File: src/rtl/cjs_pkg.sv
package cjs_pkg;
  typedef enum logic [2:0] {
    ST_RESET   = 3'd0,
    ST_JOINING = 3'd1,
    ST_ACTIVE  = 3'd2,
    ST_DRAIN   = 3'd3,
    ST_RECOVER = 3'd4
  } seq_state_t;

  // Any stop request keeps the engine off the bus.
  function automatic logic stop_req(input logic sw, input logic forced);
    return sw | forced;
  endfunction
endpackage

File: src/rtl/cjs_run_counter.sv
module cjs_run_counter #(
  parameter int RUN_LEN = 11
) (
  input  logic clk,
  input  logic rst_n,
  input  logic en,
  input  logic tick,
  input  logic recessive,
  output logic run_done
);
  localparam int W = $clog2(RUN_LEN + 1);
  localparam logic [W-1:0] LAST = W'(RUN_LEN - 1);

  logic [W-1:0] cnt;

  function automatic logic [W-1:0] next_cnt(input logic [W-1:0] c, input logic rec);
    if (!rec) return '0;
    if (c == LAST) return '0;
    return c + 1'b1;
  endfunction

  always_ff @(posedge clk or negedge rst_n) begin
    if (!rst_n)      cnt <= '0;
    else if (!en)    cnt <= '0;
    else if (tick)   cnt <= next_cnt(cnt, recessive);
  end

  assign run_done = en & tick & recessive & (cnt == LAST);
endmodule

File: src/rtl/cjs_recovery_counter.sv
module cjs_recovery_counter #(
  parameter int RUNS = 128
) (
  input  logic clk,
  input  logic rst_n,
  input  logic en,
  input  logic run_done,
  output logic rec_done
);
  localparam int W = $clog2(RUNS + 1);
  localparam logic [W-1:0] MAXC = W'(RUNS);
  localparam logic [W-1:0] PRE  = W'(RUNS - 1);

  logic [W-1:0] runs;

  function automatic logic [W-1:0] sat_inc(input logic [W-1:0] c);
    return (c == MAXC) ? c : c + 1'b1;
  endfunction

  always_ff @(posedge clk or negedge rst_n) begin
    if (!rst_n)         runs <= '0;
    else if (!en)       runs <= '0;
    else if (run_done)  runs <= sat_inc(runs);
  end

  assign rec_done = en & run_done & (runs == PRE);
endmodule

File: src/rtl/cjs_ctrl_fsm.sv
module cjs_ctrl_fsm
  import cjs_pkg::*;
#(
  parameter int SLOTS = 4
) (
  input  logic             clk,
  input  logic             rst_n,
  input  logic             stop,
  input  logic             bus_off,
  input  logic             bus_idle,
  input  logic [SLOTS-1:0] tx_pend,
  input  logic             run_done,
  input  logic             rec_done,
  output logic             run_en,
  output logic             rec_en,
  output logic             in_reset,
  output logic             bus_on,
  output logic             ts_en,
  output logic             rx_en,
  output logic             cnt_clr,
  output logic             tx_block,
  output logic [SLOTS-1:0] tx_slot_en,
  output logic             cfg_we
);
  seq_state_t state, nxt;
  logic [SLOTS-1:0] kept;
  logic drained;

  assign drained = ((kept & tx_pend) == '0) & bus_idle;

  always_comb begin
    nxt = state;
    case (state)
      ST_RESET:   if (!stop) nxt = ST_JOINING;
      ST_JOINING: if (stop) nxt = ST_RESET;
                  else if (run_done) nxt = ST_ACTIVE;
      ST_ACTIVE:  if (stop) nxt = bus_off ? ST_RECOVER : ST_DRAIN;
      ST_DRAIN:   if (bus_off) nxt = ST_RECOVER;
                  else if (drained) nxt = ST_RESET;
      ST_RECOVER: if (rec_done) nxt = ST_RESET;
      default:    nxt = ST_RESET;
    endcase
  end

  always_ff @(posedge clk or negedge rst_n) begin
    if (!rst_n) begin
      state   <= ST_RESET;
      kept    <= '0;
      cnt_clr <= 1'b0;
    end else begin
      state   <= nxt;
      cnt_clr <= (nxt == ST_RESET) && (state != ST_RESET);
      if (state == ST_ACTIVE && stop) kept <= tx_pend;
      else if (state == ST_DRAIN)     kept <= kept & tx_pend;
      else                            kept <= '0;
    end
  end

  assign run_en     = (state == ST_JOINING) || (state == ST_RECOVER);
  assign rec_en     = (state == ST_RECOVER);
  assign in_reset   = (state == ST_RESET);
  assign cfg_we     = (state == ST_RESET);
  assign bus_on     = (state == ST_ACTIVE) || (state == ST_DRAIN);
  assign rx_en      = bus_on;
  assign ts_en      = bus_on || (state == ST_RECOVER);
  assign tx_block   = (state == ST_RESET) || (state == ST_DRAIN) || (state == ST_RECOVER);
  assign tx_slot_en = (state == ST_ACTIVE) ? '1 :
                      (state == ST_DRAIN)  ? (kept & tx_pend) : '0;
endmodule

File: src/rtl/can_join_seq.sv
module can_join_seq
  import cjs_pkg::*;
#(
  parameter int SLOTS   = 4,
  parameter int RUN_LEN = 11,
  parameter int RUNS    = 128
) (
  input  logic             clk,
  input  logic             rst_n,
  input  logic             bit_tick,
  input  logic             rx_level,
  input  logic             sw_reset,
  input  logic             force_reset,
  input  logic             bus_off,
  input  logic [SLOTS-1:0] tx_pend,
  input  logic             bus_idle,
  output logic             in_reset,
  output logic             bus_on,
  output logic             ts_en,
  output logic             rx_en,
  output logic             cnt_clr,
  output logic             tx_block,
  output logic [SLOTS-1:0] tx_slot_en,
  output logic             cfg_we
);
  logic stop, run_en, rec_en, run_done, rec_done;

  assign stop = stop_req(sw_reset, force_reset);

  cjs_run_counter #(.RUN_LEN(RUN_LEN)) u_run (
    .clk(clk), .rst_n(rst_n), .en(run_en), .tick(bit_tick),
    .recessive(rx_level), .run_done(run_done)
  );

  cjs_recovery_counter #(.RUNS(RUNS)) u_rec (
    .clk(clk), .rst_n(rst_n), .en(rec_en), .run_done(run_done),
    .rec_done(rec_done)
  );

  cjs_ctrl_fsm #(.SLOTS(SLOTS)) u_fsm (
    .clk(clk), .rst_n(rst_n), .stop(stop), .bus_off(bus_off),
    .bus_idle(bus_idle), .tx_pend(tx_pend), .run_done(run_done),
    .rec_done(rec_done), .run_en(run_en), .rec_en(rec_en),
    .in_reset(in_reset), .bus_on(bus_on), .ts_en(ts_en), .rx_en(rx_en),
    .cnt_clr(cnt_clr), .tx_block(tx_block), .tx_slot_en(tx_slot_en),
    .cfg_we(cfg_we)
  );
endmodule

File: config.mk
export PLATFORM = sky130hd
export DESIGN_NAME = can_join_seq
export DESIGN_NICKNAME = d
export VERILOG_FILES = /design/src/rtl/cjs_pkg.sv /design/src/rtl/cjs_run_counter.sv /design/src/rtl/cjs_recovery_counter.sv /design/src/rtl/cjs_ctrl_fsm.sv /design/src/rtl/can_join_seq.sv
export SDC_FILE = /design/constraint.sdc
export NUM_CORES = 1
export LEC_CHECK = 0
export ABC_AREA = 1
export BUFFER_PORTS_ARGS = -buffer_cell sky130_fd_sc_hd__buf_2
export CAP_MARGIN = 40
export CORE_MARGIN = 2
export CORE_UTILIZATION = 32
export CTS_CLUSTER_SIZE = 14
export DETAILED_ROUTE_END_ITERATION = 10
export MAX_ROUTING_LAYER = met4
export SLEW_MARGIN = 10
export SYNTH_ARGS = -nofsm -noshare
export SYNTH_HDL_FRONTEND = slang
export SYNTH_SLANG_ARGS = --single-unit
File: constraint.sdc
create_clock -name clk -period 4.01 [get_ports clk]
set_input_delay 0.2005 -clock clk [delete_from_list [all_inputs] [get_ports clk]]
set_output_delay 0.2005 -clock clk [all_outputs]
set_load 0.02 [all_outputs]
==> impl_metrics.yaml, run 1 <==
status:
  status: "finished, final reports clean"
detailed_routing:
  wl_mm: 2.52
  viasPerCell: 4.59
  avgRoutedWirePerCell_um: 10.7
  first_iter_violations: 46
  firstDrtPassIters: 4
  drc: 0
  vias: 1084
  ant_nets: 0
cts:
  cts_resized: 0
  cts.sinks: 20
  cts_buffer_depth: 2
  clk_pin_slew_worst_paths_ns: 0.08
  clk_latency_ns: 0.26
  cts_tree: "yes"
  cts_buffers: 3
  clockRootBuffer: "clkbuf_8"
  cts_htree_levels: 1
yosys:
  yosys-mux-area-fraction: 0
  avgSynthCellArea_sq_um: 7.92
  syn_area_sq_mm: 0.00129
  synthSimpleGateAreaFrac: 0.302
  yosys_warnings: 0
  synth_top_family_by_area: "simple AND/OR/NAND/NOR gates"
  synth_compound_area_frac: 0.141
  synth_fp_nets: 179
  syn_inst: 163
  synthAdderAreaFrac: 0.0388
  ys_seq_elements: 20
  synth_xor_area_frac: 0.0203
  ys_seq_area_frac: 0.388
  synth_cell_types: 29
sta:
  tightest_slew_ns: 0.470
  fin_tns_setup_ns: 0
  fin_crit_ns: 1.62
  slew_headroom: 0.686
  hold_viol: 0
  slew_viol_final: 0
  rsz0062_at_grt: "no"
  clock_skew_ns: 0.00849
  fmaxAchievable_mhz: 615
  final-setup-viol-count: 0
  min_period_over_period: 0.405
setup_path:
  cp-end-kind: "output port"
  worstPathArrival_ns: 1.42
  crit_required_ns: 3.81
  crit_fanout: 6
  worstSetupPathType: "reg -> out"
  critPathLaunchType: "register"
grt:
  grt_max_degree: 21
  grt_pass1_wl_mm: 4.49
  grtUsageTotal: 0.131
  gr-total-overflow: 0
  grt_pass1_vias: 1016
  antenna_found_initial: 0
die:
  rows: 23
  initial_utilization: 0.328
  fp.dieH_um: 67.5
  io-pin-count: 23
  dieArea_sq_mm: 0.00456
  die_width_um: 67.5
  core_sq_mm: 0.00394
run:
  drv_cap: 0
place:
  gp_congestion: 0.828
  dp_hpwl_mm: 2.01
  port_buffers: 22
finish:
  layout_common_cells: "nand2_1 (29), inv_1 (25), buf_2 (22), dfrtp_1 (20), nor2_1 (16)"
  drive_gt1_frac: 0.237
  syn2layout_area_growth_pct: 16.8
  diodes: 0
  final_core_util: 0.382
  layout_commonest_cell: "nand2_1"
  final_nets: 203
  nFillCells: 402
pwr:
  cellPowerDensity_mw_per_mm2: 369
  p_leak_uw: 0.000786
  vdd.ir_drop.worst_mv: 0.115
hold_path:
  hp-class: "in -> reg"
-- registers in the layout, indices dropped and copies added (netlist names) --
signal and flops:
u_rec.runs 8, u_fsm.state 3, u_run.cnt 4, u_fsm.cnt_clr 1
u_fsm.kept 4
-- critical path, stage by stage (launching register included) --
cell and delay [ns]:
dfrtp_1 0.46, inv_2 0.10, nor2_4 0.15, inv_1 0.12, a21oi_1 0.16, buf_2 0.19
-- per-layer routing --
layer,vias to the layer above,share of wire,GRT usage
met5,-,0,-
met4,0,0.0067,0.0306
met3,2,0.036,0.0250
met2,17,0.45,0.201
met1,487,0.51,0.178
li1,578,-,-
-- kinds of logic (layout without fill, tap and decap cells) --
group	count (synthesis)	count (layout)
AOI/OAI and AO/OA	28	28
xor gates and xnor gates	3	3
adders and majority gates	4	4
buffers and inverters	32	55
DFF	20	20
and+or+nand+nor	76	76
-- synthesized netlist by cell type --
master	n	area, sq um
nor2_1	16	60.1
nand3_4	1	17.5
o21ai_1	2	10.0
o21ai_2	4	35.0
nand2_4	2	22.5
nand3_2	1	10.0
dfrtp_1	20	500
a22oi_1	1	7.51
a32o_1	1	10.0
o22ai_1	4	25.0
inv_2	2	7.51
o21ai_0	3	15.0
buf_6	2	22.5
o21bai_1	1	7.51
nand4_1	4	25.0
nor2_8	1	20.0
clkinv_1	1	3.75
a31o_2	1	8.76
nand3_1	14	70.1
nand2_1	29	109
nand2_2	3	18.8
inv_1	25	93.8
ha_1	4	50.1
nor2_4	2	22.5
buf_4	2	15.0
o31ai_2	1	12.5
nor3_1	3	15.0
xor2_1	3	26.3
a21oi_1	10	50.1
-- power by group --
part | leakage, uW | switching (uW) | internal (uW)
combinational | 0.000473 | 87.7 | 40.2
clock | 0.0000357 | 68.2 | 133
sequential | 0.000277 | 15.8 | 212
total | 0.000786 | 172 | 385
-- final cells by class --
type,instances,area (sq um),share of cell area
clock buffers,3,41.3,0.0274
flip-flops and latches,20,500,0.332
inverters,28,105,0.0697
multi-input cells,111,648,0.430
repair buffers,23,120,0.0797
clock inverters,1,30.0,0.0199
well taps,50,62.6,0.0415
-- path summary, 6_finish.rpt --
path | startpoint | endpoint | slack [ns] | cells after the start
setup / recovery | u_fsm.state[1]$_DFF_PN0_ | tx_slot_en[1] | 2.39 | 5
hold / removal | tx_pend[3] | u_fsm.kept[3]$_DFF_PN0_ | 0.19 | 3
setup reg to reg | u_fsm.state[0]$_DFF_PN0_ | u_rec.runs[2]$_DFFE_PN0P_ | 2.40 | 9
hold reg to reg | u_run.cnt[0]$_DFFE_PN0P_ | u_run.cnt[0]$_DFFE_PN0P_ | 0.55 | 1
max in group asynchronous | rst_n | u_fsm.state[1]$_DFF_PN0_ | 3.26 | 2
min in group asynchronous | rst_n | u_run.cnt[1]$_DFFE_PN0P_ | 0.42 | 2
-- through the flow --
stage | area, sq um | power, uW | cells | hold slack [ns] | setup slack (ns)
floorplan | 1290 | 329 | 163 | -0.0951 | 2.55
global placement | 1430 | 360 | 231 | 0.186 | 2.46
detailed placement | 1430 | 362 | 231 | 0.192 | 2.40
CTS | 1510 | 568 | 236 | 0.185 | 2.35
global route | 1510 | 591 | 236 | 0.197 | 2.25
finish | 1510 | 557 | 236 | 0.194 | 2.39
-- timing repair --
item | in CTS | in global routing
hold buffers | 1 | 0
setup buffers | 0 | 0
hold endpoints to repair | 20 | 0
Power figures use the tool's default switching activity.
==> inputs of run 2 (changes only) <==
==> constraint.sdc (replaced) <==
create_clock -name clk -period 1.35 [get_ports clk]
set_input_delay 0.0675 -clock clk [delete_from_list [all_inputs] [get_ports clk]]
set_output_delay 0.0675 -clock clk [all_outputs]
set_load 0.02 [all_outputs]
==> run 2 against run 1 <==
The flow now finishes with violations (setup timing). Hold slack worse by 0.14 ns. Via count is 17% higher. Non-clock buffer count grew 43. Highest routed layer unchanged.
==> impl_metrics.yaml, run 2 (synthesized netlist as in run 1, its figures left out) <==
setup_path:
  max_stage_delay_ns: 0.40
  worstPathArrival_ns: 1.43
  cp_cell_sequence: "buf_6 > nor2_4 > inv_2 > buf_6 > a21oi_2 > buf_4"
  crit_required_ns: 1.28
  crit_fanout: 4
  cp-end-kind: "output port"
  crit_family: "buffers and inverters"
  cpMostUsedCell: "buf_6"
  cp_slowest_cell: "dfrtp_1"
  worstSetupPathType: "reg -> out"
  path_buf_inv: 4
  critPathLaunchType: "register"
grt:
  gr-total-overflow: 0
  grt_pass1_wl_mm: 4.87
  use_met2: 0.241
  grt_pass1_vias: 1168
  grt.busiest_layer: "met2"
  grtUsageTotal: 0.141
  use_met1: 0.179
  grtUsageMet3: 0.0300
  grt_max_degree: 21
  antenna_found_initial: 0
sta:
  final-setup-viol-count: 19
  rsz0062_at_grt: "yes"
  slew_headroom: 0.671
  min_period_over_period: 1.11
  fin_ws_ns: -0.146
  tightest_slew_ns: 0.494
  fin_crit_ns: 1.50
  slew_viol_final: 0
  fmaxAchievable_mhz: 668
  clock_skew_ns: 0.00936
  worst_hold_slack_ns: 0.0560
  hold_viol: 0
detailed_routing:
  wl_mm: 3.10
  avgRoutedWirePerCell_um: 11.1
  drc: 0
  vias: 1271
  firstDrtPassIters: 4
  ant_nets: 0
  first_iter_violations: 63
  viasPerCell: 4.54
finish:
  regMostFlops: "u_rec.runs"
  largest_reg_flops: 8
  syn2layout_area_growth_pct: 58.9
  diodes: 0
  reg.largest.list: "u_rec.runs: 8 flops, u_fsm.kept: 4 flops, u_run.cnt: 4 flops"
  nFillCells: 356
  fin_area_sq_mm: 0.00205
  final_core_util: 0.520
  final_nets: 247
  drive_gt1_frac: 0.487
  layout_commonest_cell: "buf_4"
  layout_common_cells: "buf_4 (35), nand2_1 (25), inv_1 (20), dfrtp_1 (18), buf_6 (17)"
cts:
  cts.sinks: 20
  cts_htree_levels: 1
  clockRootBuffer: "clkbuf_8"
  clk_latency_ns: 0.26
  clk_pin_slew_worst_paths_ns: 0.08
  cts_tree: "yes"
  cts_buffers: 3
  cts_buffer_depth: 2
pwr:
  p_leak_uw: 0.00103
  vdd.ir_drop.worst_mv: 0.575
  cellPowerDensity_mw_per_mm2: 919
  power.total_uw: 1890
die:
  core_sq_mm: 0.00394
  dieArea_sq_mm: 0.00456
  rows: 23
  io-pin-count: 23
  initial_utilization: 0.328
  fp.dieH_um: 67.5
  die_width_um: 67.5
run:
  drv_cap: 0
status:
  violations: "setup timing"
  status: "finished with violations"
place:
  dp_hpwl_mm: 2.18
  gp_congestion: 0.817
  postPlaceCellArea_sq_mm: 0.00166
  port_buffers: 22
  pre_cts_ws_ns: -0.129
hold_path:
  hp-class: "in -> reg"
-- run 2: worst reg2reg max path, stage by stage, from the launching register on --
cell and delay, ns:
dfrtp_2 0.45, inv_2 0.11, buf_6 0.11, nand3_4 0.06, nand2_4 0.08, nand3_4 0.09
inv_6 0.10, nand2_8 0.07, buf_12 0.13, nand2_4 0.07, nand2_1 0.06, nand2_1 0.06
-- run 2: worst paths after layout --
path | from | to | slack, ns | depth (start not counted)
worst max-delay path | u_fsm.state[2]$_DFF_PN0_ | tx_slot_en[2] | -0.15 | 6
worst min-delay path | tx_pend[3] | u_fsm.kept[3]$_DFF_PN0_ | 0.06 | 3
worst max register to register | u_fsm.state[1]$_DFF_PN0_ | u_rec.runs[5]$_DFFE_PN0P_ | -0.09 | 11
worst min register to register | u_run.cnt[0]$_DFFE_PN0P_ | u_run.cnt[0]$_DFFE_PN0P_ | 0.56 | 2
max in group asynchronous | rst_n | u_fsm.state[0]$_DFF_PN0_ | 0.70 | 2
min in group asynchronous | rst_n | u_run.cnt[2]$_DFFE_PN0P_ | 0.29 | 2
-- run 2: final cells by class --
type	count	area [sq um]	share of cell area
sequential	20	503	0.245
inverter	28	118	0.0573
multi-input combinational	112	769	0.375
clock buffer	4	55.1	0.0268
timing repair buffer	66	544	0.265
tap	50	62.6	0.0305
-- run 2: power by group --
group	internal (uW)	switching, uW	leakage (uW)
Sequential	630	22.3	0.000274
Clock	259	197	0.0000288
Combinational	385	392	0.000726
Total	1280	611	0.00103
-- run 2: per-stage QoR --
step,instances,TNS [ns]
2_1_floorplan,163,-0.0928
3_3_place_gp,262,-0.466
3_5_place_dp,262,-0.813
4_1_cts,275,-0.540
5_1_grt,280,-2.78
6_report,280,-0.947
-- run 2: metal layers --
layer	wire, um	vias up
met3	96	2
li1	-	664
met1	1410	584
met5	0	-
met2	1590	21
met4	5	0
-- run 2: repair_timing --
action	4_1_cts	5_1_grt
pin swaps	7	10
gates resized for setup	39	26
setup buffers	9	5
hold endpoints to repair	20	0
cloned	0	1
hold buffers	1	0
endpoints found under the setup margin	17	25
